### src/rtl/sfce_pkg.sv
package sfce_pkg;
  localparam int SEG_W      = 5;
  localparam int MODE_LSB   = 0;
  localparam int STOP_BIT   = 2;
  localparam int ADDR4_BIT  = 13;
  localparam int CMD_LSB    = 16;
  localparam logic [7:0] READ_OPCODE = 8'h03;

  typedef enum logic [1:0] {
    MODE_READ  = 2'd0,
    MODE_FREAD = 2'd1,
    MODE_WRITE = 2'd2,
    MODE_RAW   = 2'd3
  } sfce_mode_e;

  typedef enum logic [2:0] {
    ST_IDLE, ST_SEL, ST_LOAD, ST_WAIT, ST_DESEL, ST_RESP
  } sfce_state_e;
endpackage

### src/rtl/sfce_decode.sv
module sfce_decode
  import sfce_pkg::*;
(
  input  logic              wr_i,
  input  logic [1:0]        mode_i,
  input  logic [7:0]        cmd_i,
  input  logic              wen_i,
  input  logic [2:0]        size_i,
  input  logic [31:0]       addr_i,
  input  logic [SEG_W-1:0]  seg_log2_i,
  output logic              go_o,
  output logic              raw_o,
  output logic              err_o,
  output logic [7:0]        opcode_o,
  output logic [31:0]       addr_o
);
  logic [31:0] mask;
  logic        size_ok;

  assign mask    = (32'h1 << seg_log2_i) - 32'h1;
  assign size_ok = (size_i != 3'd0) && (size_i <= 3'd4);
  assign addr_o  = addr_i & mask;

  always_comb begin
    go_o     = 1'b0;
    raw_o    = 1'b0;
    err_o    = 1'b0;
    opcode_o = cmd_i;
    if (!size_ok) begin
      err_o = 1'b1;
    end else if (wr_i && !wen_i) begin
      go_o = 1'b0;  // silently dropped
    end else begin
      unique case (sfce_mode_e'(mode_i))
        MODE_READ:  begin go_o = !wr_i; err_o = wr_i; opcode_o = READ_OPCODE; end
        MODE_FREAD: begin go_o = !wr_i; err_o = wr_i; end
        MODE_WRITE: begin go_o = wr_i;  err_o = !wr_i; end
        MODE_RAW:   begin go_o = 1'b1;  raw_o = 1'b1; end
        default:    err_o = 1'b1;
      endcase
    end
    if (go_o && !raw_o && (opcode_o == 8'h00))         err_o = 1'b1;
    if (go_o && !raw_o && ((addr_i & ~mask) != 32'h0)) err_o = 1'b1;
  end
endmodule

### src/rtl/sfce_byte_shifter.sv
module sfce_byte_shifter #(
  parameter int SCLK_DIV = 2
) (
  input  logic       clk_i,
  input  logic       rst_ni,
  input  logic       start_i,
  input  logic [7:0] tx_i,
  input  logic       miso_i,
  output logic       sclk_o,
  output logic       mosi_o,
  output logic       done_o,
  output logic [7:0] rx_o
);
  localparam int CNT_W = (SCLK_DIV > 1) ? $clog2(SCLK_DIV) : 1;
  localparam logic [CNT_W-1:0] CNT_LAST = CNT_W'(SCLK_DIV - 1);

  logic             busy_q, sclk_q, done_q;
  logic [CNT_W-1:0] cnt_q;
  logic [2:0]       bit_q;
  logic [7:0]       sh_q, rx_q;

  always_ff @(posedge clk_i or negedge rst_ni) begin
    if (!rst_ni) begin
      busy_q <= 1'b0; sclk_q <= 1'b0; done_q <= 1'b0;
      cnt_q  <= '0;   bit_q  <= '0;   sh_q   <= '0; rx_q <= '0;
    end else begin
      done_q <= 1'b0;
      if (start_i && !busy_q) begin
        busy_q <= 1'b1;
        sh_q   <= tx_i;
        cnt_q  <= '0;
        bit_q  <= '0;
        sclk_q <= 1'b0;
      end else if (busy_q) begin
        if (cnt_q == CNT_LAST) begin
          cnt_q <= '0;
          if (!sclk_q) begin
            sclk_q <= 1'b1;
            rx_q   <= {rx_q[6:0], miso_i};
          end else begin
            sclk_q <= 1'b0;
            sh_q   <= {sh_q[6:0], 1'b0};
            if (bit_q == 3'd7) begin
              busy_q <= 1'b0;
              done_q <= 1'b1;
            end else begin
              bit_q <= bit_q + 3'd1;
            end
          end
        end else begin
          cnt_q <= cnt_q + CNT_W'(1);
        end
      end
    end
  end

  assign sclk_o = sclk_q;
  assign mosi_o = busy_q & sh_q[7];
  assign done_o = done_q;
  assign rx_o   = rx_q;

  // a byte ends on a falling SCLK edge
  p_done_on_fall_r11: assert property (@(posedge clk_i) disable iff (!rst_ni)
    done_q |-> (!sclk_q && $past(sclk_q)));
endmodule

### src/rtl/spi_flash_cmd_engine.sv
module spi_flash_cmd_engine
  import sfce_pkg::*;
#(
  parameter int NUM_CS       = 2,
  parameter int SCLK_DIV     = 2,
  parameter bit ADDR4_PER_CS = 1'b0,
  localparam int CS_W = (NUM_CS > 1) ? $clog2(NUM_CS) : 1
) (
  input  logic                    clk_i,
  input  logic                    rst_ni,
  input  logic                    req_valid_i,
  output logic                    req_ready_o,
  input  logic                    req_write_i,
  input  logic [CS_W-1:0]         req_cs_i,
  input  logic [31:0]             req_addr_i,
  input  logic [2:0]              req_size_i,
  input  logic [31:0]             req_wdata_i,
  output logic [31:0]             rsp_rdata_o,
  output logic                    rsp_err_o,
  input  logic [NUM_CS*32-1:0]    ctrl_i,
  input  logic [NUM_CS-1:0]       cfg_wen_i,
  input  logic [NUM_CS-1:0]       cfg_addr4_i,
  input  logic [NUM_CS*SEG_W-1:0] seg_log2_i,
  output logic                    sclk_o,
  output logic                    mosi_o,
  input  logic                    miso_i,
  output logic [NUM_CS-1:0]       cs_n_o
);
  logic [31:0]      ctrl_a [NUM_CS];
  logic [SEG_W-1:0] seg_a  [NUM_CS];
  logic [NUM_CS-1:0] raw_mask, stop_q;

  for (genvar g = 0; g < NUM_CS; g++) begin : g_cs
    assign ctrl_a[g]   = ctrl_i[g*32 +: 32];
    assign seg_a[g]    = seg_log2_i[g*SEG_W +: SEG_W];
    assign raw_mask[g] = (ctrl_a[g][MODE_LSB +: 2] == MODE_RAW);
    assign cs_n_o[g]   = raw_mask[g] ? ctrl_a[g][STOP_BIT] : stop_q[g];
    logic unused_ctrl_bits;
    assign unused_ctrl_bits = ^{ctrl_a[g][31:24], ctrl_a[g][15:3]};
  end

  // request decode
  logic            cs_ok;
  logic [CS_W-1:0] sel_idx;
  logic            dec_go, dec_raw, dec_err, addr4;
  logic [7:0]      dec_op;
  logic [31:0]     dec_addr;
  logic [2:0]      hdr_n;
  logic [39:0]     hdr_bytes;

  assign cs_ok   = int'(req_cs_i) < NUM_CS;
  assign sel_idx = cs_ok ? req_cs_i : '0;
  assign addr4   = ADDR4_PER_CS ? cfg_addr4_i[sel_idx] : ctrl_a[0][ADDR4_BIT];

  sfce_decode u_decode (
    .wr_i       (req_write_i),
    .mode_i     (ctrl_a[sel_idx][MODE_LSB +: 2]),
    .cmd_i      (ctrl_a[sel_idx][CMD_LSB +: 8]),
    .wen_i      (cfg_wen_i[sel_idx]),
    .size_i     (cs_ok ? req_size_i : 3'd0),
    .addr_i     (req_addr_i),
    .seg_log2_i (seg_a[sel_idx]),
    .go_o       (dec_go),
    .raw_o      (dec_raw),
    .err_o      (dec_err),
    .opcode_o   (dec_op),
    .addr_o     (dec_addr)
  );

  assign hdr_n     = dec_raw ? 3'd0 : (addr4 ? 3'd5 : 3'd4);
  assign hdr_bytes = addr4 ? {dec_op, dec_addr} : {dec_op, dec_addr[23:0], 8'h00};

  // frame sequencer
  sfce_state_e     st_q;
  logic [CS_W-1:0] sel_q;
  logic            wr_q, raw_q, err_q;
  logic [39:0]     hdr_q;
  logic [2:0]      hdr_n_q;
  logic [3:0]      idx_q, total_q;
  logic [31:0]     wdata_q, rdata_q;
  logic            is_hdr, sh_done;
  logic [1:0]      dbyte;
  logic [7:0]      tx_byte, sh_rx;

  assign is_hdr  = idx_q < {1'b0, hdr_n_q};
  assign dbyte   = 2'(idx_q - {1'b0, hdr_n_q});
  assign tx_byte = is_hdr ? hdr_q[39:32] : (wr_q ? wdata_q[7:0] : 8'h00);

  always_ff @(posedge clk_i or negedge rst_ni) begin
    if (!rst_ni) begin
      st_q    <= ST_IDLE; sel_q <= '0; wr_q <= 1'b0; raw_q <= 1'b0; err_q <= 1'b0;
      hdr_q   <= '0; hdr_n_q <= '0; idx_q <= '0; total_q <= '0;
      wdata_q <= '0; rdata_q <= '0; stop_q <= '1;
    end else begin
      unique case (st_q)
        ST_IDLE: if (req_valid_i) begin
          sel_q   <= sel_idx;
          wr_q    <= req_write_i;
          raw_q   <= dec_raw;
          err_q   <= dec_err;
          rdata_q <= '0;
          wdata_q <= req_wdata_i;
          hdr_q   <= hdr_bytes;
          hdr_n_q <= hdr_n;
          idx_q   <= '0;
          total_q <= {1'b0, hdr_n} + {1'b0, req_size_i};
          if (!dec_go)     st_q <= ST_RESP;
          else if (dec_raw) st_q <= ST_LOAD;
          else begin
            stop_q[sel_idx] <= 1'b0;
            st_q            <= ST_SEL;
          end
        end
        ST_SEL:  st_q <= ST_LOAD;
        ST_LOAD: st_q <= ST_WAIT;
        ST_WAIT: if (sh_done) begin
          if (is_hdr) hdr_q <= {hdr_q[31:0], 8'h00};
          else begin
            wdata_q <= {8'h00, wdata_q[31:8]};
            if (!wr_q) rdata_q[{dbyte, 3'b000} +: 8] <= sh_rx;
          end
          if (idx_q == total_q - 4'd1) st_q <= ST_DESEL;
          else begin
            idx_q <= idx_q + 4'd1;
            st_q  <= ST_LOAD;
          end
        end
        ST_DESEL: begin
          if (!raw_q) stop_q[sel_q] <= 1'b1;
          st_q <= ST_RESP;
        end
        ST_RESP: st_q <= ST_IDLE;
        default: st_q <= ST_IDLE;
      endcase
    end
  end

  sfce_byte_shifter #(.SCLK_DIV(SCLK_DIV)) u_shift (
    .clk_i   (clk_i),
    .rst_ni  (rst_ni),
    .start_i (st_q == ST_LOAD),
    .tx_i    (tx_byte),
    .miso_i  (miso_i),
    .sclk_o  (sclk_o),
    .mosi_o  (mosi_o),
    .done_o  (sh_done),
    .rx_o    (sh_rx)
  );

  assign req_ready_o = (st_q == ST_RESP);
  assign rsp_err_o   = req_ready_o & err_q;
  assign rsp_rdata_o = rdata_q;

  // ready only once every command-mode chip select is released
  p_ready_cs_released_r10: assert property (@(posedge clk_i) disable iff (!rst_ni)
    req_ready_o |-> &(cs_n_o | raw_mask));
  // never two command-mode chip selects low together
  p_single_cs_r10: assert property (@(posedge clk_i) disable iff (!rst_ni)
    $onehot0(~cs_n_o & ~raw_mask));
  // MOSI held while SCLK is high
  p_mosi_hold_r11: assert property (@(posedge clk_i) disable iff (!rst_ni)
    (sclk_o && $past(sclk_o)) |-> $stable(mosi_o));
  // clocking in a command mode only with a chip select low
  p_sclk_with_cs_r10: assert property (@(posedge clk_i) disable iff (!rst_ni)
    (sclk_o && !raw_q) |-> ((~cs_n_o & ~raw_mask) != '0));
  // write returns zero read data
  p_write_no_rdata_r5: assert property (@(posedge clk_i) disable iff (!rst_ni)
    (req_ready_o && wr_q) |-> (rsp_rdata_o == 32'h0));
endmodule

### config.mk
export PLATFORM = sky130hd
export DESIGN_NAME = spi_flash_cmd_engine
export DESIGN_NICKNAME = d
export VERILOG_FILES = /design/src/rtl/sfce_pkg.sv /design/src/rtl/sfce_decode.sv /design/src/rtl/sfce_byte_shifter.sv /design/src/rtl/spi_flash_cmd_engine.sv
export SDC_FILE = /design/constraint.sdc
export NUM_CORES = 1
export LEC_CHECK = 0
export BUFFER_PORTS_ARGS = -buffer_cell sky130_fd_sc_hd__buf_4
export CORE_AREA = 2 2 141 143
export CTS_BUF_LIST = sky130_fd_sc_hd__clkbuf_2 sky130_fd_sc_hd__clkbuf_4 sky130_fd_sc_hd__clkbuf_8
export DETAILED_ROUTE_END_ITERATION = 12
export DIE_AREA = 0 0 143 145
export GPL_TIMING_DRIVEN = 1
export MAX_ROUTING_LAYER = met4
export PLACE_DENSITY = 0.72
export SLEW_MARGIN = 20
export SYNTH_ARGS = -nofsm -noshare
export SYNTH_HDL_FRONTEND = slang
export SYNTH_HIERARCHICAL = 1
export SYNTH_SLANG_ARGS = --single-unit
### constraint.sdc
create_clock -name clk_i -period 2.4 [get_ports clk_i]
set_clock_uncertainty 0.05 [all_clocks]
set_input_delay 0.12 -clock clk_i [delete_from_list [all_inputs] [get_ports clk_i]]
set_output_delay 0.12 -clock clk_i [all_outputs]
set_load 0.05 [all_outputs]
---- Word-level counts from Yosys, hierarchy flattened ----
Index checks and enable logic that the tools add are counted.
storage, ports and cells
  flip-flop bits (word level) ............. 147
  latch bits .............................. 0
  memory bits (writable) .................. 0
  bits in read-only memories .............. 0
  input bits .............................. 151
  output and inout port bits .............. 38
  logic and storage cells ................. 192
  memories ................................ 0
operators by class
  $add $sub $neg .......................... 8
  $mul .................................... 0
  divide/modulo/power cells ............... 0
  order comparisons ....................... 7
  eq/ne operators ......................... 22
  shift operators ......................... 3
  muxes and demuxes ....................... 88
  bitwise gates (word level) .............. 11
  reductions and logical operators ........ 34
operators with widths
  kind                                                   number
  2-to-1 mux 32 bit                                      8
  case mux 32 bit (2 select lines)                       2
  2-to-1 mux 40 bit                                      3
  case mux 40 bit (2 select lines)                       1
  2-to-1 mux 24 bit                                      3
  2-to-1 mux 8 bit                                       9
  bitwise AND 32 bit                                     2
  2-to-1 mux 1 bit                                       33
  bitwise mux 32 bit                                     1
  inverter 32 bit                                        1
  nonzero test 32 bit                                    1
  variable shift 8 x 7 -> 32 bit (first input constant)  1
  indexed part select 8 x 7 -> 32 bit                    1
  << shifter 1 x 5 -> 32 bit (first input constant)      1
  subtractor 32 x 1 -> 32 bit (second input constant)    1
  2-to-1 mux 3 bit                                       10
  AND reduction 4 bit                                    5
  != test 2 bit (second input constant)                  8
  2-to-1 mux 5 bit                                       3
  case mux 3 bit (5 select lines)                        1
  2-to-1 mux 4 bit                                       3
  2-to-1 mux 2 bit                                       5
  AND reduction 5 bit                                    2
  nonzero test 2 bit                                     5
  39 further kinds                                       63

---- Depth between registers and ports, before layout ----
  depth in word-level cells ............... 13
  mapped depth ............................ 18
  gate-level depth less buffers ........... 13

---- Modules after synthesis ----
Netlist, hierarchy kept.
by module, submodules not included
  module                times used  cells each  area an instance (sq um)
  spi_flash_cmd_engine  1           649         6,297.3
  sfce_decode           1           195         1,174.9
  sfce_byte_shifter     1           74          999.7

---- Least setup slack after synthesis ----
OpenSTA, ideal clock, no wires.
  kind .................................... input to register
  start point ............................. in req_cs_i
  end point ............................... reg err_q
  setup time .............................. 0.116 ns
  arrival ................................. 3.607 ns
  data required time ...................... 2.234 ns
  slack ................................... -1.374 ns
  stages .................................. 17
  buffers on the path ..................... 4
  path through ............................ clkbuf_1 -> clkbuf_1 -> mux2_2 -> buf_4 -> or2_2 -> nor2_1 -> nand2_1 -> ha_1 -> buf_2 -> or3b_1 -> or3_4 -> o2111ai_2 -> o2111ai_1 -> a2111oi_2 -> a31oi_1 -> nand2_1 -> nand2_1
on the way
  longest elaborated chain between the ends .. 13
RTL lines
  item                                                                  RTL line                     source
  from (decl)                                                           spi_flash_cmd_engine.sv:14   input logic [CS_W-1:0] req_cs_i,
  branches (longest 12 deep; another with subtractor 32 x 1 -> 32 bit)  -
  2-to-1 mux 1 bit (*)                                                  sfce_decode.sv:43            if (go_o && !raw_o && ((addr_i & ~mask) != 32'h0)) err_o = 1'b1;
  named net dec_err                                                     spi_flash_cmd_engine.sv:45   logic dec_go, dec_raw, dec_err, addr4;
  to (signal assigned)                                                  spi_flash_cmd_engine.sv:100  err_q <= dec_err;
  to (decl)                                                             spi_flash_cmd_engine.sv:76   logic wr_q, raw_q, err_q;
Mark *: on every way through the listed nets, which the timed path passes. The select of a mux whose other input is x is not followed.
A chain may end at the register's enable or synchronous reset.

---- Worst setup path in the final report ----
Same ends and word-level chain as after synthesis.

==> out/metrics.csv <==
stage,metric,value,unit
routing,Pre-Repair DR Iteration Count,5,
status,failing checks,negative setup slack,
floorplan,I/O pin count,189,
logic_synthesis,area share of the largest cell type after synthesis,0.425,
floorplan,# rows,51,
global_routing,initial antenna violation count,1,
routing,mean routed wirelength per cell,15.5,µm
clocking,clock root cell,clkbuf_8,
finish,most frequent cells in the layout,"188 x buf_4, 166 x nand2_1, 144 x dfrtp_1, 114 x o21ai_0, 57 x mux2i_1",
logic_synthesis,asr flop ratio synth,1.00,
worst_hold_path,Hold WC Path Type,input port to flop,
finish,"most common cell after layout, fill and taps aside",buf_4,
critical_path,worst r2r src,hdr_n_q[0],
clocking,clk sinks,146,
placement,Port Buffers,145,
power,leak pwr,4.94,nW
floorplan,Core ar.,0.0192,mm²
timing,Tightest Pin Transition,665,ps
clocking,CTS tree,done,
placement,gp weighted congestion,0.926,
clocking,clock buffer depth,2,
critical_path,"Max FO, Critical Path",7,
critical_path,Setup crit start kind,input port,
logic_synthesis,"area leader, netlist",dfrtp_1,
floorplan,die width,143,µm
timing,RSZ-0062 raised after global routing,true,
logic_synthesis,sequential share of the synthesized area,0.432,
routing,# DRC,0,
status,status,"complete, but fails checks",
routing,DR iter-0 viols,480,
timing,Final min period,2430,ps
routing,vias,7303,
logic_synthesis,"EDFF count, synth",0,
placement,placed cells,1315,
logic_synthesis,syn nets,1085,
global_routing,vias in the first global route,7105,
routing,WL final,21700,µm
global_routing,first-pass GRT wire length,35300,µm
timing,final setup fails,1,
global_routing,GR Util All Layers,0.218,
timing,fin crit share,1.01,
clocking,"Clk Latency, worst-skew pair",460,ps
finish,area growth from synthesis to final layout,29.6,%
clocking,htree depth,4,
critical_path,ordered cell list for the critical path,"buf_12, mux2_4, or2_4, nor2_4, nand2_2, ha_4, or3b_4, or3_4, o2111ai_2, o2111ai_2, a2111oi_2, a31oi_1, nand2_1, nand2_1",
global_routing,largest net degree at the start of global routing,73,
floorplan,die height,145,µm
timing,Fmax,411,MHz
power,pwr dens,482,mW/mm²
finish,share of layout cells above drive strength 1,0.281,
critical_path,CP max-delay cell,or3_4,
global_routing,GRT Residual Overflow,0,
logic_synthesis,Yosys cell types,75,
power,Tot Pwr,5.29,mW
logic_synthesis,average size of a mapped cell,9.23,µm²
logic_synthesis,Area contributors post-synth,"dfrtp_1 43%, mux2_2 7.8%, nand2_1 7.4%",
clocking,Num CTS Buffers,17,
finish,nets@finish,1282,
routing,Routed Antenna Nets,0,
timing,Relative slew margins,0.552,
timing,final slew viol count,0,
timing,Final Hold Fails,0,
logic_synthesis,ys flop type,dfrtp_1,
finish,"Non-Filler Cell Area, Final",0.0110,mm²
finish,final core area utilization,0.572,
critical_path,CP startpoint,req_cs_i,
finish,fillers,1685,
clocking,Worst-path clk slew,100,ps
critical_path,required time worst endpoint,2710,ps
finish,Finished Layout Cells,1394,
timing,worst setup margin,-30.7,ps
critical_path,WS Path Type,input port to flop,
placement,DP Area,0.0101,mm²
floorplan,Starting Density,0.441,
power,maximum VDD drop,0.000397,V
placement,HPWL after DPL,15400,µm
floorplan,die area,0.0207,mm²
routing,Vias/cell,5.24,
logic_synthesis,Yosys reg bits,146,
logic_synthesis,synthesized area,0.00847,mm²
logic_synthesis,Yosys warnings,6,
critical_path,Crit. End Element,flop,
logic_synthesis,cell count after synthesis,918,
timing,Hold WS,56.3,ps
job,MaxCap Viol Count,0,
critical_path,CP arrival,2740,ps
critical_path,CP peak stage delay,380,ps
worst_hold_path,hold_sp,req_cs_i,
==> per-stage QoR <==
step / setup WS, ps / setup TNS [ps]
floorplan: -704 / -5000
global placement: -481 / -3090
detailed placement: -547 / -3790
CTS: 7.93 / 0
global route: -176 / -176
finish: -30.7 / -30.7
==> area by class of cell <==
class / instances / area, µm² / share of cell area
tap: 265 / 332 / 0.0302
clock inverter: 15 / 184 / 0.0167
sequential: 146 / 3660 / 0.333
clock buffer: 17 / 234 / 0.0213
timing repair buffer: 237 / 1950 / 0.178
multi-input combinational: 685 / 4520 / 0.411
inverter: 28 / 105 / 0.00957
antenna: 1 / 2.50 / 0.000228
==> cell usage after synthesis, drive strengths merged (4+ instances only) <==
master,number
a21boi,6
a21oi,15
a22o,9
a31oi,6
and2,23
and3,5
buf,25
clkbuf,34
dfrtp,144
ha,16
inv,28
mux2,60
mux2i,57
nand2,167
nand2b,8
nand3,10
nand3b,7
nand4,5
nor2,54
nor2b,7
nor3,7
nor3b,5
nor4,4
o2111ai,5
o211ai,5
o21a,10
o21ai,127
o22a,7
o22ai,5
or3,8
xnor2,6
xor2,4
==> critical path: cells and delay by family <==
kind	cells	cell delay, ps
compound gates	4	700
fa+ha+maj	1	190
buf+inv	1	110
mux	1	320
simple gates	7	1310
==> what timing repair did <==
item | CTS | global route
gates resized for setup | 2 | 10
pin swaps | 0 | 12
setup buffers | 0 | 3
endpoints found under the setup margin | 1 | 7
hold endpoints to repair | 107 | 0
hold buffers | 43 | 0
==> routing by layer <==
| layer | share of wire | track usage | vias up |
|---|---|---|---|
| met3 | 0.046 | 0.0350 | 29 |
| met2 | 0.49 | 0.342 | 219 |
| met5 | 0 | - | - |
| met4 | 0.018 | 0.0668 | 0 |
| met1 | 0.45 | 0.292 | 3449 |
| li1 | - | - | 3606 |
==> path summary, 6_finish.rpt <==
check,end,slack (ps),cells after the start
hold / removal,sel_q,60,4
min in group asynchronous,wdata_q[18],180,2
hold reg to reg,stop_q[0],390,1
setup / recovery,err_q,-30,14
setup reg to reg,rsp_rdata_o[29],150,7
max in group asynchronous,hdr_q[13],1460,3
==> cells by family after synthesis <==
kind of cell / share of synthesized area
xor+xnor: 0.0103
mux: 0.147
fa+ha+maj: 0.0236
other cells: 0.000443
flops: 0.432
compound gates: 0.162
buf+inv: 0.0449
simple gates: 0.180
==> registers in the layout (all words and copies together) (netlist names) <==
name and cells:
hdr_q 40, rsp_rdata_o 32, wdata_q 32, u_shift/rx_o 8, u_shift/sh_q 8, idx_q 4, total_q 4, st_q 3
u_shift/bit_q 3, hdr_n_q 2, stop_q 2, err_q 1, raw_q 1, sel_q 1, u_shift/busy_q 1, u_shift/cnt_q 1
u_shift/done_o 1, u_shift/sclk_o 1, wr_q 1
==> power breakdown <==
part	switching [mW]	internal, mW
logic	0.388	0.376
registers	0.00910	2.47
clock network	1.07	0.977
No activity file was read; power rests on OpenSTA's default activity.
